[src/rtl/rxphy_seq_pkg.sv]
package rxphy_seq_pkg;

  localparam int NUM_RANGES = 39;
  localparam int NUM_WRITES = 7;

  typedef enum logic [2:0] {
    S_IDLE, S_CHECK, S_SETUP, S_HOLD, S_WAIT, S_WRITE, S_DONE, S_ERR
  } seq_state_e;

  localparam logic [10:0] RANGE_HI [NUM_RANGES] = '{
    11'd89,   11'd99,   11'd109,  11'd129,  11'd139,  11'd149,  11'd169,  11'd179,
    11'd199,  11'd219,  11'd239,  11'd249,  11'd269,  11'd299,  11'd329,  11'd359,
    11'd399,  11'd449,  11'd499,  11'd549,  11'd599,  11'd649,  11'd699,  11'd749,
    11'd799,  11'd849,  11'd899,  11'd949,  11'd999,  11'd1049, 11'd1099, 11'd1149,
    11'd1199, 11'd1249, 11'd1299, 11'd1349, 11'd1399, 11'd1449, 11'd1500};

  localparam logic [5:0] RANGE_CODE [NUM_RANGES] = '{
    6'h00, 6'h10, 6'h20, 6'h01, 6'h11, 6'h21, 6'h02, 6'h12,
    6'h22, 6'h03, 6'h13, 6'h23, 6'h04, 6'h14, 6'h05, 6'h15,
    6'h25, 6'h06, 6'h16, 6'h07, 6'h17, 6'h08, 6'h18, 6'h09,
    6'h19, 6'h29, 6'h39, 6'h0a, 6'h1a, 6'h2a, 6'h3a, 6'h0b,
    6'h1b, 6'h2b, 6'h3b, 6'h0c, 6'h1c, 6'h2c, 6'h3c};

  // Returns {hit, code}; scanning from the top lets the lowest matching entry win.
  function automatic logic [6:0] range_lookup(input logic [15:0] rate);
    logic [6:0] res;
    res = 7'd0;
    for (int i = NUM_RANGES - 1; i >= 0; i--) begin
      if (rate <= {5'd0, RANGE_HI[i]}) res = {1'b1, RANGE_CODE[i]};
    end
    return res;
  endfunction

  function automatic logic [7:0] wr_code(input logic [2:0] idx);
    case (idx)
      3'd0:    return 8'h34;
      3'd1:    return 8'h44;
      3'd2:    return 8'h54;
      3'd3:    return 8'h84;
      3'd4:    return 8'h94;
      3'd5:    return 8'h75;
      default: return 8'h00;
    endcase
  endfunction

  function automatic logic [7:0] wr_data(input logic [2:0] idx, input logic [5:0] code);
    case (idx)
      3'd1, 3'd2, 3'd3, 3'd4: return {1'b0, code, 1'b0};
      3'd5:                   return 8'h04;
      default:                return 8'h00;
    endcase
  endfunction

endpackage

[src/rtl/rxphy_rate_lookup.sv]
module rxphy_rate_lookup #(
  parameter int RATE_W = 12
) (
  input  logic [RATE_W-1:0] rate_i,
  output logic              hit_o,
  output logic [5:0]        code_o
);
  import rxphy_seq_pkg::*;

  logic [6:0] res;

  always_comb begin
    res    = range_lookup(16'(rate_i));
    hit_o  = res[6];
    code_o = res[5:0];
  end
endmodule

[src/rtl/rxphy_us_timer.sv]
module rxphy_us_timer #(
  parameter int CYCLES = 20000
) (
  input  logic clk,
  input  logic rst_n,
  input  logic load_i,
  output logic zero_o
);
  localparam int CNT_W = (CYCLES > 1) ? $clog2(CYCLES) : 1;

  logic [CNT_W-1:0] cnt_q, cnt_n;

  always_comb begin
    cnt_n = cnt_q;
    if (load_i)           cnt_n = CNT_W'(CYCLES - 1);
    else if (cnt_q != '0) cnt_n = cnt_q - 1'b1;
  end

  always_ff @(posedge clk or negedge rst_n) begin
    if (!rst_n) cnt_q <= '0;
    else        cnt_q <= cnt_n;
  end

  assign zero_o = (cnt_q == '0);
endmodule

[src/rtl/rxphy_test_writer.sv]
module rxphy_test_writer #(
  parameter int HOLD_CYC = 2
) (
  input  logic       clk,
  input  logic       rst_n,
  input  logic       abort_i,
  input  logic       clk_set_i,
  input  logic       go_i,
  input  logic [7:0] code_i,
  input  logic [7:0] data_i,
  output logic       ack_o,
  output logic       tst_clk_o,
  output logic       tst_en_o,
  output logic [7:0] tst_din_o
);
  localparam int HW = (HOLD_CYC > 1) ? $clog2(HOLD_CYC) : 1;

  logic          act_q, act_n, ack_q, ack_n, clk_q, clk_n, en_q, en_n;
  logic [2:0]    ph_q, ph_n;
  logic [HW-1:0] cnt_q, cnt_n;
  logic [7:0]    din_q, din_n, dat_q, dat_n;

  always_comb begin
    act_n = act_q; ack_n = 1'b0; clk_n = clk_q; en_n = en_q;
    ph_n = ph_q; cnt_n = cnt_q; din_n = din_q; dat_n = dat_q;
    if (abort_i) begin
      act_n = 1'b0;
      en_n  = 1'b0;
    end else begin
      if (clk_set_i) clk_n = 1'b1;
      if (go_i && !act_q) begin
        act_n = 1'b1; ph_n = 3'd0; cnt_n = '0;
        din_n = code_i; dat_n = data_i; en_n = 1'b1;
      end else if (act_q) begin
        if (cnt_q == HW'(HOLD_CYC - 1)) begin
          cnt_n = '0;
          ph_n  = ph_q + 3'd1;
          case (ph_q)
            3'd0:    clk_n = 1'b0;
            3'd1:    en_n  = 1'b0;
            3'd2:    din_n = dat_q;
            3'd3:    clk_n = 1'b1;
            default: begin act_n = 1'b0; ack_n = 1'b1; end
          endcase
        end else begin
          cnt_n = cnt_q + 1'b1;
        end
      end
    end
  end

  always_ff @(posedge clk or negedge rst_n) begin
    if (!rst_n) begin
      act_q <= 1'b0; ack_q <= 1'b0; clk_q <= 1'b0; en_q <= 1'b0;
      ph_q <= 3'd0; cnt_q <= '0; din_q <= 8'd0; dat_q <= 8'd0;
    end else begin
      act_q <= act_n; ack_q <= ack_n; clk_q <= clk_n; en_q <= en_n;
      ph_q <= ph_n; cnt_q <= cnt_n; din_q <= din_n; dat_q <= dat_n;
    end
  end

  assign ack_o     = ack_q;
  assign tst_clk_o = clk_q;
  assign tst_en_o  = en_q;
  assign tst_din_o = din_q;


  code_edge_chk: assert property (@(posedge clk) disable iff (!rst_n)
    $fell(tst_clk_o) |-> tst_en_o);

  data_edge_chk: assert property (@(posedge clk) disable iff (!rst_n)
    $rose(tst_clk_o) |-> !tst_en_o);
endmodule

[src/rtl/rxphy_bringup_seq.sv]
module rxphy_bringup_seq #(
  parameter int CYC_PER_US = 200,
  parameter int CLR_US     = 100,
  parameter int HOLD_CYC   = 2,
  parameter int LANES      = 4,
  parameter int RATE_W     = 12
) (
  input  logic              clk,
  input  logic              rst_n,
  input  logic              start_i,
  input  logic [2:0]        lanes_i,
  input  logic [RATE_W-1:0] rate_i,
  input  logic              power_off_i,
  output logic              busy_o,
  output logic              done_o,
  output logic              error_o,
  output logic [LANES-1:0]  lane_en_o,
  output logic [LANES-1:0]  force_rx_o,
  output logic [LANES-1:0]  force_stop_o,
  output logic [LANES-1:0]  turn_req_o,
  output logic [LANES-1:0]  turn_dis_o,
  output logic              tst_clr_o,
  output logic              tst_clk_o,
  output logic              tst_en_o,
  output logic [7:0]        tst_din_o
);
  import rxphy_seq_pkg::*;

  localparam int          CLR_CYC = CYC_PER_US * CLR_US;
  localparam logic [2:0]  LAST_WR = 3'(NUM_WRITES - 1);

  seq_state_e       st_q, st_n;
  logic [5:0]       code_q, code_n;
  logic             hit_q, hit_n;
  logic [2:0]       lanes_q, lanes_n, idx_q, idx_n, go_idx;
  logic [LANES-1:0] len_q, len_n, frx_q, frx_n, fst_q, fst_n;
  logic [LANES-1:0] trq_q, trq_n, tds_q, tds_n, mask;
  logic             clr_q, clr_n;
  logic             lk_hit, tmr_zero, tmr_load, wr_go, wr_ack, clk_set;
  logic [5:0]       lk_code;

  rxphy_rate_lookup #(.RATE_W(RATE_W)) u_lookup (
    .rate_i(rate_i), .hit_o(lk_hit), .code_o(lk_code));

  rxphy_us_timer #(.CYCLES(CLR_CYC)) u_timer (
    .clk(clk), .rst_n(rst_n), .load_i(tmr_load), .zero_o(tmr_zero));

  rxphy_test_writer #(.HOLD_CYC(HOLD_CYC)) u_writer (
    .clk(clk), .rst_n(rst_n), .abort_i(power_off_i), .clk_set_i(clk_set),
    .go_i(wr_go), .code_i(wr_code(go_idx)), .data_i(wr_data(go_idx, code_q)),
    .ack_o(wr_ack), .tst_clk_o(tst_clk_o), .tst_en_o(tst_en_o),
    .tst_din_o(tst_din_o));

  always_comb begin
    for (int i = 0; i < LANES; i++) mask[i] = (3'(i) < lanes_q);
  end

  always_comb begin
    tmr_load = (st_q == S_SETUP) || ((st_q == S_HOLD) && tmr_zero);
    clk_set  = (st_q == S_SETUP);
    wr_go    = !power_off_i &&
               (((st_q == S_WAIT) && tmr_zero) ||
                ((st_q == S_WRITE) && wr_ack && (idx_q != LAST_WR)));
    go_idx   = (st_q == S_WRITE) ? idx_q + 3'd1 : 3'd0;
  end

  always_comb begin
    st_n = st_q; code_n = code_q; hit_n = hit_q; lanes_n = lanes_q; idx_n = idx_q;
    len_n = len_q; frx_n = frx_q; fst_n = fst_q; trq_n = trq_q; tds_n = tds_q;
    clr_n = clr_q;
    if (power_off_i) begin
      st_n  = S_IDLE;
      len_n = '0;
      clr_n = 1'b0;
    end else begin
      case (st_q)
        S_IDLE: if (start_i) begin
          code_n = lk_code; hit_n = lk_hit; lanes_n = lanes_i; st_n = S_CHECK;
        end
        S_CHECK: begin
          if (!hit_q || code_q == 6'd0 || lanes_q == 3'd0 || lanes_q > 3'(LANES))
            st_n = S_ERR;
          else
            st_n = S_SETUP;
        end
        S_SETUP: begin
          frx_n = '0; fst_n = '0; trq_n = '0; tds_n = '1;
          len_n = mask; clr_n = 1'b1; st_n = S_HOLD;
        end
        S_HOLD: if (tmr_zero) begin
          clr_n = 1'b0; st_n = S_WAIT;
        end
        S_WAIT: if (tmr_zero) begin
          idx_n = 3'd0; st_n = S_WRITE;
        end
        S_WRITE: if (wr_ack) begin
          if (idx_q == LAST_WR) st_n = S_DONE;
          else                  idx_n = go_idx;
        end
        default: st_n = S_IDLE;
      endcase
    end
  end

  always_ff @(posedge clk or negedge rst_n) begin
    if (!rst_n) begin
      st_q <= S_IDLE; code_q <= '0; hit_q <= 1'b0; lanes_q <= '0; idx_q <= '0;
      len_q <= '0; frx_q <= '1; fst_q <= '1; trq_q <= '0; tds_q <= '0;
      clr_q <= 1'b0;
    end else begin
      st_q <= st_n; code_q <= code_n; hit_q <= hit_n; lanes_q <= lanes_n;
      idx_q <= idx_n; len_q <= len_n; frx_q <= frx_n; fst_q <= fst_n;
      trq_q <= trq_n; tds_q <= tds_n; clr_q <= clr_n;
    end
  end

  assign busy_o       = (st_q != S_IDLE);
  assign done_o       = (st_q == S_DONE);
  assign error_o      = (st_q == S_ERR);
  assign lane_en_o    = len_q;
  assign force_rx_o   = frx_q;
  assign force_stop_o = fst_q;
  assign turn_req_o   = trq_q;
  assign turn_dis_o   = tds_q;
  assign tst_clr_o    = clr_q;


  clr_needs_clk_chk: assert property (@(posedge clk) disable iff (!rst_n)
    tst_clr_o |-> tst_clk_o);

  power_off_lanes_chk: assert property (@(posedge clk) disable iff (!rst_n)
    power_off_i |=> (lane_en_o == '0) && !done_o);

  start_busy_ignored_chk: assert property (@(posedge clk) disable iff (!rst_n)
    (busy_o && start_i && !power_off_i) |=> $stable(code_q) && $stable(lanes_q));

  done_after_ack_chk: assert property (@(posedge clk) disable iff (!rst_n)
    done_o |-> $past(wr_ack));
endmodule

[config.mk]
export PLATFORM = sky130hd
export DESIGN_NAME = rxphy_bringup_seq
export DESIGN_NICKNAME = d
export VERILOG_FILES = /design/src/rtl/rxphy_seq_pkg.sv /design/src/rtl/rxphy_rate_lookup.sv /design/src/rtl/rxphy_us_timer.sv /design/src/rtl/rxphy_test_writer.sv /design/src/rtl/rxphy_bringup_seq.sv
export SDC_FILE = /design/constraint.sdc
export NUM_CORES = 1
export LEC_CHECK = 0
export CELL_PAD_IN_SITES_DETAIL_PLACEMENT = 0
export CELL_PAD_IN_SITES_GLOBAL_PLACEMENT = 1
export CORE_ASPECT_RATIO = 0.8
export CORE_MARGIN = 3
export CORE_UTILIZATION = 45
export CTS_CLUSTER_DIAMETER = 60
export DETAILED_ROUTE_END_ITERATION = 6
export DONT_BUFFER_PORTS = 1
export GPL_TIMING_DRIVEN = 0
export PLACE_DENSITY = 0.8
export SLEW_MARGIN = 20
export SYNTH_ARGS = -nofsm -noshare
export SYNTH_HDL_FRONTEND = slang
export SYNTH_SLANG_ARGS = --single-unit
[constraint.sdc]
create_clock -name clk -period 5.93 [get_ports clk]
set_input_delay 1.186 -clock clk [delete_from_list [all_inputs] [get_ports clk]]
set_output_delay 1.186 -clock clk [all_outputs]
set_load 0.01 [all_outputs]
; After elaboration in Yosys (flattened, before gate mapping)
; Index checks and enable logic that the tools add are counted.
[totals]
output_inout_bits = 34
input_bits = 19
regBits = 65
elab_cells = 227
[classes]
order_cmp = 44
eq_ne = 25
bitwise_logic = 1
addsub = 4
n_reduce_logical = 44
muxes = 91
[ops]
columns = cell, n
row1 = 7-bit 2-to-1 mux, 39
row2 = 12-bit by 10-bit <= comparator with 1-bit output (second input constant), 10
row3 = 12-bit by 11-bit <= comparator with 1-bit output (second input constant), 10
row4 = 12-bit by 8-bit <= comparator with 1-bit output (second input constant), 9
row5 = 12-bit by 9-bit <= comparator with 1-bit output (second input constant), 7
row6 = 8-bit case mux with 6 select lines, 1
row7 = 3-bit 2-to-1 mux, 14
row8 = 12-bit by 7-bit <= comparator with 1-bit output (second input constant), 3
row9 = 8-bit 2-to-1 mux, 4
row10 = 15-bit 2-to-1 mux, 2
row11 = 1-bit 2-to-1 mux, 24
row12 = 3-bit == test (second input constant), 7
row13 = 3-bit by 2-bit == test with 1-bit output (second input constant), 6
row14 = 3-bit case mux with 6 select lines, 1
row15 = 15-bit logical NOT, 1
row16 = 15-bit nonzero test, 1
row17 = 3-bit nonzero test, 5
row18 = 15-bit by 1-bit subtractor with 15-bit output (second input constant), 1
row19 = 7-bit case mux with 2 select lines, 1
row20 = 3-bit logical NOT, 4
row21 = 3-bit != test (second input constant), 4
row22 = 2-bit nonzero test, 6
row23 = 5-bit AND reduction, 2
row24 = 3-bit by 1-bit == test with 1-bit output (second input constant), 3
row25 = other kinds (20), 44

; Depth between registers and ports, before layout
; Gate-level depths: netlist of run 1.
[depth]
word_depth = 40
ltp_mapped = 8
depth_no_buf = 7

; Modules after synthesis
; A second synthesis of run 1 with hierarchy kept.
[hier_totals]
cells_unflattened = 497
area_unflattened_um2 = 4570.6
[by_module_without_submodules]
columns = mod, n_inst, cells_per_inst, area_each_um2
row1 = rxphy_bringup_seq, 1, 142, 1368.8
row2 = rxphy_rate_lookup, 1, 183, 1209.9
row3 = rxphy_test_writer, 1, 91, 1177.4
row4 = rxphy_us_timer, 1, 81, 814.5

; Worst setup path after synthesis of run 1
; No wires, ideal clock.
[synth_path]
path_type = input -> register
start = in rate_i[11]
end = reg code_q[0]
n_path_buf = 2
slack_ns = 3.131
cell_stages = 8
arrival_ns = 2.717
setup_ns = 0.083
cell_sequence = or2_2 clkbuf_1 or3_1 clkbuf_1 a41oi_1 a2111o_1 o211ai_1 o21ai_0
[synth_via]
elab_chain_len = 39
elab_cells_between_ends = 76
[synth_rtl]
columns = item, line
row1 = from (decl), rxphy_bringup_seq.sv:12  ; input logic [RATE_W-1:0] rate_i,
row2 = 12-bit by 11-bit <= comparator with 1-bit output, rxphy_seq_pkg.sv:29  ; if (rate <= {5'd0, RANGE_HI[i]}) res = {1'b1, RANGE_CODE[i]};
row3 = 7-bit 2-to-1 mux (37 in a row), rxphy_seq_pkg.sv:29
row4 = 7-bit 2-to-1 mux *, rxphy_seq_pkg.sv:29
row5 = to (signal assigned), rxphy_bringup_seq.sv:111  ; st_q <= st_n; code_q <= code_n; hit_q <= hit_n; lanes_q <= lanes_n;
row6 = to (decl), rxphy_bringup_seq.sv:33  ; logic [5:0] code_q, code_n;
; Mark *: on every way between the ends. The rest lies on a longest branch, timed or not.
; A chain may end at the register's enable or synchronous reset.

; Final worst setup path of run 1
[layout_path]
start = in rate_i[8]
end = reg code_q[5]
[layout_via]
elab_chain_len = 40
elab_cells_between_ends = 78
[layout_rtl]
columns = item, line
row1 = 12-bit by 11-bit <= comparator with 1-bit output, rxphy_seq_pkg.sv:29
row2 = 7-bit 2-to-1 mux (38 in a row), rxphy_seq_pkg.sv:29
row3 = 7-bit 2-to-1 mux *, rxphy_seq_pkg.sv:29
; Marks and branches as above.

==> key figures, run 1 <==
Run status
  • Status: finished clean

Placement
  • Count of input and output buffers: 0
  • GPL Wtd Cong: 0.937
  • DP HPWL: 7610 um

STA
  • Unrepaired setup endpoints after global routing: false
  • Part of the cycle the worst path needs: 50.2%
  • Count of final hold-check violations: 0
  • Minimum hold slack: 0.500 ns
  • Worst Max-Slew Pin Slew: 0.749 ns
  • Final Slew Violations: 0
  • Max Freq: 336 MHz
  • Setup TNS: 0 ns
  • Slew HR: 49.7%
  • Endpoints failing setup: 0
  • Min Tclk post-route: 2.98 ns
  • Skew final: 0.0144 ns

Floorplan
  • Initial core utilization: 47.0%
  • IO Count: 53
  • Die Span Y: 90.8 um
  • Site row count: 30
  • Core area: 0.00860 mm2
  • Die ar.: 0.0102 mm2
  • Die width: 112 um

Route
  • Initial detailed-routing violation count: 407
  • Drt first pass iters: 5
  • DRC: 0
  • Via-per-instance ratio: 5.99
  • Detailed Route WL: 10500 um
  • Vias: 3702
  • Post-route ant nets: 0
  • DR WL/cell: 17.0 um

Clock network
  • Clock sinks: 60
  • CTS Hold Bufs: 0
  • Num CTS Buffers: 9
  • Reg clk slew, reported paths: 0.06 ns
  • Root buffer cell: clkbuf_8
  • CTS tree: done
  • Clock buffer depth: 2
  • Setup Fix Bufs, Post-CTS: 0
  • Resize count post-CTS: 0
  • H-tree Lvls: 3
  • Skew-Pair Late Insertion Delay: 0.34 ns

Finish
  • Layout area overhead: 8.08%
  • Layout cell share with drive strength beyond 1: 9.09%
  • Diodes inserted: 0
  • Nets: 528

GRT
  • Largest net degree at the start of global routing: 61
  • Vias in the first global route: 3347
  • Total GRT Usage: 20.7%
  • GRT overflow: 0
  • Initial antenna violation count: 0
  • First-pass GRT wire length: 17100 um

Setup path
  • Setup crit start kind: input port
  • Crit path max fanout: 10
  • Crit Path Class: in2reg
  • R2R setup slack: 3.18 ns
  • Critical Path AT: 3.23 ns
  • CP Capture Type: register
  • Data required, critical path: 6.18 ns

Synth
  • #FFs+latches synth: 60
  • Post-synth EDFFs: 0
  • Avg Cell Area, Syn: 8.30 um2
  • Post-synth ARST share: 100%
  • Main synth FF type: dfrtp_1
  • Post-synth cell types: 65
  • Cells after synthesis: 487
  • Synth Warn #: 0
  • Post-Syn Area: 0.00404 mm2
  • Register area share after synthesis: 37.2%

Pwr
  • P per Cell Area: 311 mW/mm2
  • Pleak: 1.89 nW
  • Worst vdd ir: 0.000180 V

Run
  • Max-cap viol count: 0

Worst hold path
  • Hold/Removal Path Class: reg2reg
==> flip-flops by register name, summed over array words and instances (netlist names) <==
register / cells
code_q: 6
lane_en_o: 4
turn_dis_o: 1
lanes_q: 3
u_writer.dat_q: 6
u_writer.ack_o: 1
u_writer.cnt_q: 1
st_q: 3
hit_q: 1
u_writer.ph_q: 3
idx_q: 3
force_stop_o: 1
u_timer.cnt_q: 15
u_writer.tst_clk_o: 1
tst_clr_o: 1
u_writer.tst_din_o: 8
u_writer.act_q: 1
u_writer.tst_en_o: 1
==> metrics by stage <==
step	utilization [%]	total power [mW]	std cells	instance area (um2)	worst slack [ns]
detailed placement	48.8	1.02	602	4190	2.64
finish	50.8	1.36	618	4370	2.95
global route	50.8	1.45	618	4370	2.77
CTS	50.8	1.36	618	4370	2.98
floorplan	-	0.921	490	4050	3.13
global placement	48.8	1.02	602	4190	2.63
==> synth_stat cells, drive strengths merged (4+ instances only) <==
library cell | n | area [um2]
or2 | 4 | 25.0
a21boi | 4 | 30.0
buf | 17 | 118
nor2 | 46 | 173
a21o | 7 | 52.6
a31oi | 7 | 43.8
nor3b | 4 | 30.0
xor2 | 4 | 35.0
o31ai | 6 | 45.0
nor4 | 8 | 65.1
xnor2 | 8 | 70.1
inv | 14 | 52.6
mux2i | 8 | 80.1
nand2b | 7 | 43.8
and3 | 4 | 25.0
o21ai | 34 | 170
dfrtp | 59 | 1480
o21a | 5 | 37.5
a211oi | 6 | 45.0
a21oi | 31 | 155
nand3 | 14 | 70.1
ha | 8 | 100
nor2b | 6 | 37.5
a41oi | 4 | 35.0
mux2 | 4 | 45.0
clkbuf | 30 | 113
nand2 | 52 | 195
nor3 | 22 | 110
or3 | 4 | 25.0
a22o | 7 | 61.3
==> critical path, stage by stage <==
cell,delay [ns]
clkbuf_1,0.31
nand4bb_1,0.29
nand3b_1,0.27
o21ai_0,0.50
a21oi_1,0.17
o31a_1,0.35
o21ai_0,0.15
==> logic make-up after synthesis <==
group / Yosys count / share of synthesized area, %
simple gates: 189 / 23.6
compound gates: 144 / 23.9
buf+inv: 61 / 6.99
flops: 60 / 37.2
xor+xnor: 12 / 2.60
mux: 12 / 3.10
fa+ha+maj: 8 / 2.48
other cells: 1 / 0.0928
==> power breakdown <==
group          internal (mW)  switching [mW]
Combinational          0.174           0.249
Sequential             0.503           0.101
Clock                  0.174           0.159
==> per-layer routing <==
metal,GRT usage [%],routed length (um),vias up
li1,-,-,1767
met1,30.9,5180,1779
met2,29.7,4500,144
met3,5.02,682,12
met4,5.31,131,0
met5,0,0,-
==> cell type report <==
class | count | area, um2
multi-input combinational | 369 | 2270
clock inverter | 2 | 12.5
fill | 833 | 4230
clock buffer | 14 | 163
tap | 112 | 140
buffer | 47 | 230
sequential | 60 | 1500
inverter | 14 | 52.6
==> final timing paths <==
kind / cells after the start / to / from
setup / recovery: 7 / code_q[5] / rate_i[8]
hold / removal: 2 / u_timer.cnt_q[14] / u_timer.cnt_q[14]
setup reg to reg: 8 / u_writer.tst_din_o[2] / u_timer.cnt_q[3]
hold reg to reg: 2 / u_timer.cnt_q[14] / u_timer.cnt_q[14]
max in group asynchronous: 0 / force_stop_o[2] / rst_n
min in group asynchronous: 0 / u_writer.ph_q[0] / rst_n
==> placed cells by master (no fill, tap or decap), types with 8 or more instances in the layout <==
master	synthesis	final
xnor2_1	8	8
o21ai_0	34	34
nand2_1	52	52
inv_1	14	14
nand3_1	14	14
a21oi_1	31	31
mux2i_1	8	8
clkbuf_8	0	11
clkbuf_1	30	33
nor2_1	46	46
buf_4	14	14
dfrtp_1	59	59
ha_1	8	8
nor3_1	22	22
(Power assumes the default switching activity.)
==> inputs of run 2 (changes only) <==
==> constraint.sdc (replaced) <==
create_clock -name clk -period 2.94 [get_ports clk]
set_input_delay 0.588 -clock clk [delete_from_list [all_inputs] [get_ports clk]]
set_output_delay 0.588 -clock clk [all_outputs]
set_load 0.01 [all_outputs]
==> run 2 against run 1 <==
  * Clock-buffer cell count unchanged
  * Register-to-register slack got worse by 3.0 ns
  * Sequential share of layout area decreased by 0.22 points
  * Largest cell class unchanged
  * Routed wire length increased by 0.66%
  * Critical path depth increased by 1
  * Setup slack got worse by 2.8 ns
  * Worst hold slack got worse by 0.42 ns
  * Combinational power increased by 110%
  * Cell count increased by 0.16%
==> key figures, run 2 (synthesis results as in run 1) <==
Run status
  • Status: finished clean

Floorplan
  • Die Span Y: 90.8 um
  • Core area: 0.00860 mm2
  • Initial core utilization: 47.0%
  • Die ar.: 0.0102 mm2
  • Die width: 112 um
  • IO Count: 53
  • Site row count: 30

GRT
  • Initial antenna violation count: 0
  • Vias in the first global route: 3355
  • Total GRT Usage: 20.8%
  • Largest net degree at the start of global routing: 60
  • First-pass GRT wire length: 17200 um
  • GRT overflow: 0

Run
  • Max-cap viol count: 0

STA
  • Skew final: 0.0156 ns
  • Minimum hold slack: 0.0844 ns
  • Slew HR: 50.0%
  • Final Slew Violations: 0
  • Worst setup margin: 0.190 ns
  • Setup TNS: 0 ns
  • Min Tclk post-route: 2.75 ns
  • Part of the cycle the worst path needs: 93.5%
  • Count of final hold-check violations: 0
  • Unrepaired setup endpoints after global routing: false
  • Max Freq: 364 MHz
  • Worst Max-Slew Pin Slew: 0.745 ns
  • Endpoints failing setup: 0

Clock network
  • Skew-Pair Late Insertion Delay: 0.34 ns
  • Clock sinks: 60
  • CTS tree: done
  • H-tree Lvls: 3
  • Root buffer cell: clkbuf_8
  • Clock buffer depth: 2
  • Reg clk slew, reported paths: 0.07 ns
  • Setup Fix Bufs, Post-CTS: 0
  • Num CTS Buffers: 9

Pwr
  • Worst vdd ir: 0.000364 V
  • Pwr Total: 2.76 mW
  • Pleak: 1.91 nW
  • P per Cell Area: 628 mW/mm2

Placement
  • DP HPWL: 7610 um
  • GPL Wtd Cong: 0.937
  • Area of placed instances: 0.00419 mm2
  • Count of input and output buffers: 0
  • Placed Cells: 602
  • Pre-CTS setup slack: 0.209 ns

Setup path
  • Crit path max fanout: 10
  • Crit Path Class: reg2reg
  • Worst path slowest cell: or4_1
  • Data required, critical path: 3.15 ns
  • Crit path buf inv count: 2
  • Critical Path AT: 2.96 ns
  • CP Capture Type: register
  • Setup crit start kind: register
  • Top delay family on crit path: simple AND/OR/NAND/NOR gates
  • Largest stage delay, worst path: 0.52 ns
  • Crit-path cells: or4_1, buf_2, nor4_4, a41o_2, nand3b_4, clkbuf_1, nor3_1, a21oi_1

Finish
  • Final Non-Filler Cells: 619
  • Nets: 529
  • Diodes inserted: 0
  • Top reg by flops: u_timer.cnt_q
  • Commonest non-fill, non-tap cell in the layout: dfrtp_1
  • Layout cell share with drive strength beyond 1: 9.27%
  • Fillers: 831
  • Layout area overhead: 8.76%
  • Design Area, Final: 0.00440 mm2
  • Commonest non-fill, non-tap cells in the layout: dfrtp_1 (59), nand2_1 (52), nor2_1 (46)
  • Max FFs per register: 15
  • Final core utilization: 51.1%

Route
  • Initial detailed-routing violation count: 398
  • Vias: 3697
  • Drt first pass iters: 5
  • Post-route ant nets: 0
  • Via-per-instance ratio: 5.97
  • DRC: 0
  • Detailed Route WL: 10600 um
  • DR WL/cell: 17.1 um

Worst hold path
  • Hold/Removal Path Class: in2async
## run 2: cell types whose count changed in the layout (fill, tap and decap cells not counted)
| cell | before | now |
|---|---|---|
| buf_16 | 0 | 1 |
## run 2: report_power, final
part / internal [mW] / switching, mW
registers: 1.01 / 0.204
clock network: 0.352 / 0.323
logic: 0.354 / 0.514
total: 1.72 / 1.04
## run 2: worst paths after layout
path | from | end | slack [ns] | cells past startpoint
setup reg to reg | u_timer.cnt_q[3] | u_writer.tst_din_o[2] | 0.19 | 8
hold / removal | rst_n | force_stop_o[2] | 0.08 | 0
setup / recovery | u_timer.cnt_q[3] | u_writer.tst_din_o[2] | 0.19 | 8
max in group asynchronous | rst_n | code_q[2] | 2.56 | 1
min in group clk | lanes_i[0] | lanes_q[0] | 0.39 | 1
hold reg to reg | u_timer.cnt_q[14] | u_timer.cnt_q[14] | 0.50 | 2
## run 2: cell type report
cell class                      instances  area [um2]  area share, %
Inverter                               14        52.6           1.20
Timing Repair Buffer                    1        27.5          0.626
Multi-Input combinational cell        369        2270           51.6
Clock buffer                           14         163           3.70
Sequential cell                        60        1500           34.2
Buffer                                 47         230           5.24
Clock inverter                          2        12.5          0.285
Tap cell                              112         140           3.19
## run 2: worst register-to-register path, cell delays in order, from the launching register on
cell and delay [ns]:
dfrtp_1 0.42, or4_1 0.52, buf_2 0.17, nor4_4 0.41
a41o_2 0.36, nand3b_4 0.15, clkbuf_1 0.28, nor3_1 0.24
a21oi_1 0.06
## run 2: timing repair
action / CTS / global route
hold endpoints to repair: 59 / 0
gates resized for setup: 0 / 0
hold buffers: 1 / 0
## run 2: metal layers
metal  GRT usage, %  up-vias  share of wire [%]
met5              0        -                  0
met4           5.31        0               0.94
met3           4.96        8                7.2
met2           29.9      161                 43
met1           31.1     1752                 49
li1               -     1776                  -
==> inputs of run 3 (changes only) <==
==> constraint.sdc (replaced) <==
create_clock -name clk -period 2.94 [get_ports clk]
set_input_delay 0.147 -clock clk [delete_from_list [all_inputs] [get_ports clk]]
set_output_delay 0.147 -clock clk [all_outputs]
set_load 0.01 [all_outputs]
==> run 3 against run 2 <==
  * Fmax is 0.46% higher
  * Worst hold slack better by 0.024 ns
  * Via count grew 0.70%
  * Sequential power about the same
  * Setup slack gained 0.013 ns
  * Non-clock buffer count rose by 4
  * Cell count is 0.65% higher
  * Combinational power about the same
  * Die area did not move
==> key figures, run 3 (synthesis results as in run 1) <==
Setup path
  • CP Capture Type: register
  • Data required, critical path: 3.15 ns
  • Crit path max fanout: 10
  • Setup crit start kind: register
  • Crit path launch: u_timer.cnt_q[3]
  • Crit path buf inv count: 2
  • Critical Path AT: 2.94 ns
  • Top delay family on crit path: simple AND/OR/NAND/NOR gates
  • Reg-to-Reg Start: u_timer.cnt_q[3]
  • Crit-path cells: or4_1, buf_2, nor4_4, a41o_2, nand3b_4, clkbuf_1, nor3_1, a21oi_1
  • Worst path slowest cell: or4_1
  • Crit Path Class: reg2reg
  • Largest stage delay, worst path: 0.52 ns

Finish
  • Diodes inserted: 0
  • Nets: 533
  • Commonest non-fill, non-tap cell in the layout: dfrtp_1
  • Layout cell share with drive strength beyond 1: 9.20%
  • Max FFs per register: 15
  • Top reg by flops: u_timer.cnt_q
  • Layout area overhead: 9.75%
  • Final Non-Filler Cells: 623
  • Final core utilization: 51.6%
  • Design Area, Final: 0.00444 mm2
  • Commonest non-fill, non-tap cells in the layout: dfrtp_1 (59), nand2_1 (52), nor2_1 (46)

Worst hold path
  • Hold/Removal Path Class: in2reg
  • Hold Startpoint: start_i

GRT
  • First-pass GRT wire length: 17200 um
  • Total GRT Usage: 20.7%
  • Vias in the first global route: 3381
  • Initial antenna violation count: 0
  • GRT overflow: 0
  • Largest net degree at the start of global routing: 61

Clock network
  • Reg clk slew, reported paths: 0.07 ns
  • Root buffer cell: clkbuf_8
  • Num CTS Buffers: 9
  • H-tree Lvls: 3
  • Clock sinks: 60
  • CTS tree: done
  • Clock buffer depth: 2
  • Skew-Pair Late Insertion Delay: 0.34 ns

Placement
  • DP HPWL: 7610 um
  • GPL Wtd Cong: 0.937
  • Area of placed instances: 0.00419 mm2
  • Pre-CTS setup slack: 0.209 ns
  • Count of input and output buffers: 0
  • Placed Cells: 602

Pwr
  • Pleak: 1.92 nW
  • P per Cell Area: 622 mW/mm2
  • Pwr Total: 2.76 mW
  • Worst vdd ir: 0.000361 V

STA
  • Endpoints failing setup: 0
  • Skew final: 0.0143 ns
  • Unrepaired setup endpoints after global routing: false
  • Min Tclk post-route: 2.74 ns
  • Worst setup margin: 0.203 ns
  • Setup TNS: 0 ns
  • Final Slew Violations: 0
  • Part of the cycle the worst path needs: 93.1%
  • Minimum hold slack: 0.108 ns
  • Worst Max-Slew Pin Slew: 0.687 ns
  • Max Freq: 365 MHz
  • Slew HR: 53.9%
  • Count of final hold-check violations: 0

Floorplan
  • Die width: 112 um
  • Site row count: 30
  • IO Count: 53
  • Initial core utilization: 47.0%
  • Die Span Y: 90.8 um
  • Die ar.: 0.0102 mm2
  • Core area: 0.00860 mm2

Run
  • Max-cap viol count: 0

Route
  • Detailed Route WL: 10500 um
  • Via-per-instance ratio: 5.98
  • Post-route ant nets: 0
  • DRC: 0
  • DR WL/cell: 16.9 um
  • Drt first pass iters: 5
  • Vias: 3723
  • Initial detailed-routing violation count: 426

Run status
  • Status: finished clean
## run 3: cell count changes in the layout (fill, tap and decap cells not counted), sizes merged
cell         change
dlygate4sd3      +4
## run 3: report_power, final
group	leakage, nW	switching, mW	internal (mW)
registers	0.771	0.202	1.01
logic	1.07	0.514	0.358
clock network	0.0867	0.321	0.352
total	1.92	1.04	1.72
## run 3: path summary, 6_finish.rpt
check	to	slack [ns]	depth (start not counted)
max reg2reg	u_writer.tst_din_o[2]	0.20	8
max in group asynchronous	force_stop_o[2]	2.31	2
max	u_writer.tst_din_o[2]	0.20	8
min reg2reg	u_timer.cnt_q[14]	0.50	2
min in group asynchronous	u_writer.ph_q[0]	0.32	2
min	st_q[2]	0.11	3
## run 3: worst reg2reg max path: cells and delay by family, from the launching register on
kind                   cells  cell delay, ns
AOI/OAI and AO/OA          2            0.42
buffers and inverters      2            0.45
DFF                        1            0.42
and+or+nand+nor            4            1.32
## run 3: per-layer routing
layer / GRT usage [%] / up-vias / part of all wire (%)
met5: 0 / - / 0
li1: - / 1779 / -
met1: 31.0 / 1775 / 48
met3: 4.96 / 18 / 7.4
met2: 30.0 / 151 / 43
met4: 5.31 / 0 / 1.5
## run 3: cell type report
type	instances	area (um2)
Buffer	47	230
Clock buffer	14	163
Clock inverter	2	12.5
Fill cell	830	4160
Inverter	14	52.6
Multi-Input combinational cell	369	2270
Sequential cell	60	1500
Tap cell	112	140
Timing Repair Buffer	5	67.6
## run 3: what timing repair did
item                      in CTS  in global routing
gates resized for setup        0                  0
buffers inserted               0                  0
hold endpoints to repair      63                  0
hold buffers                   5                  0
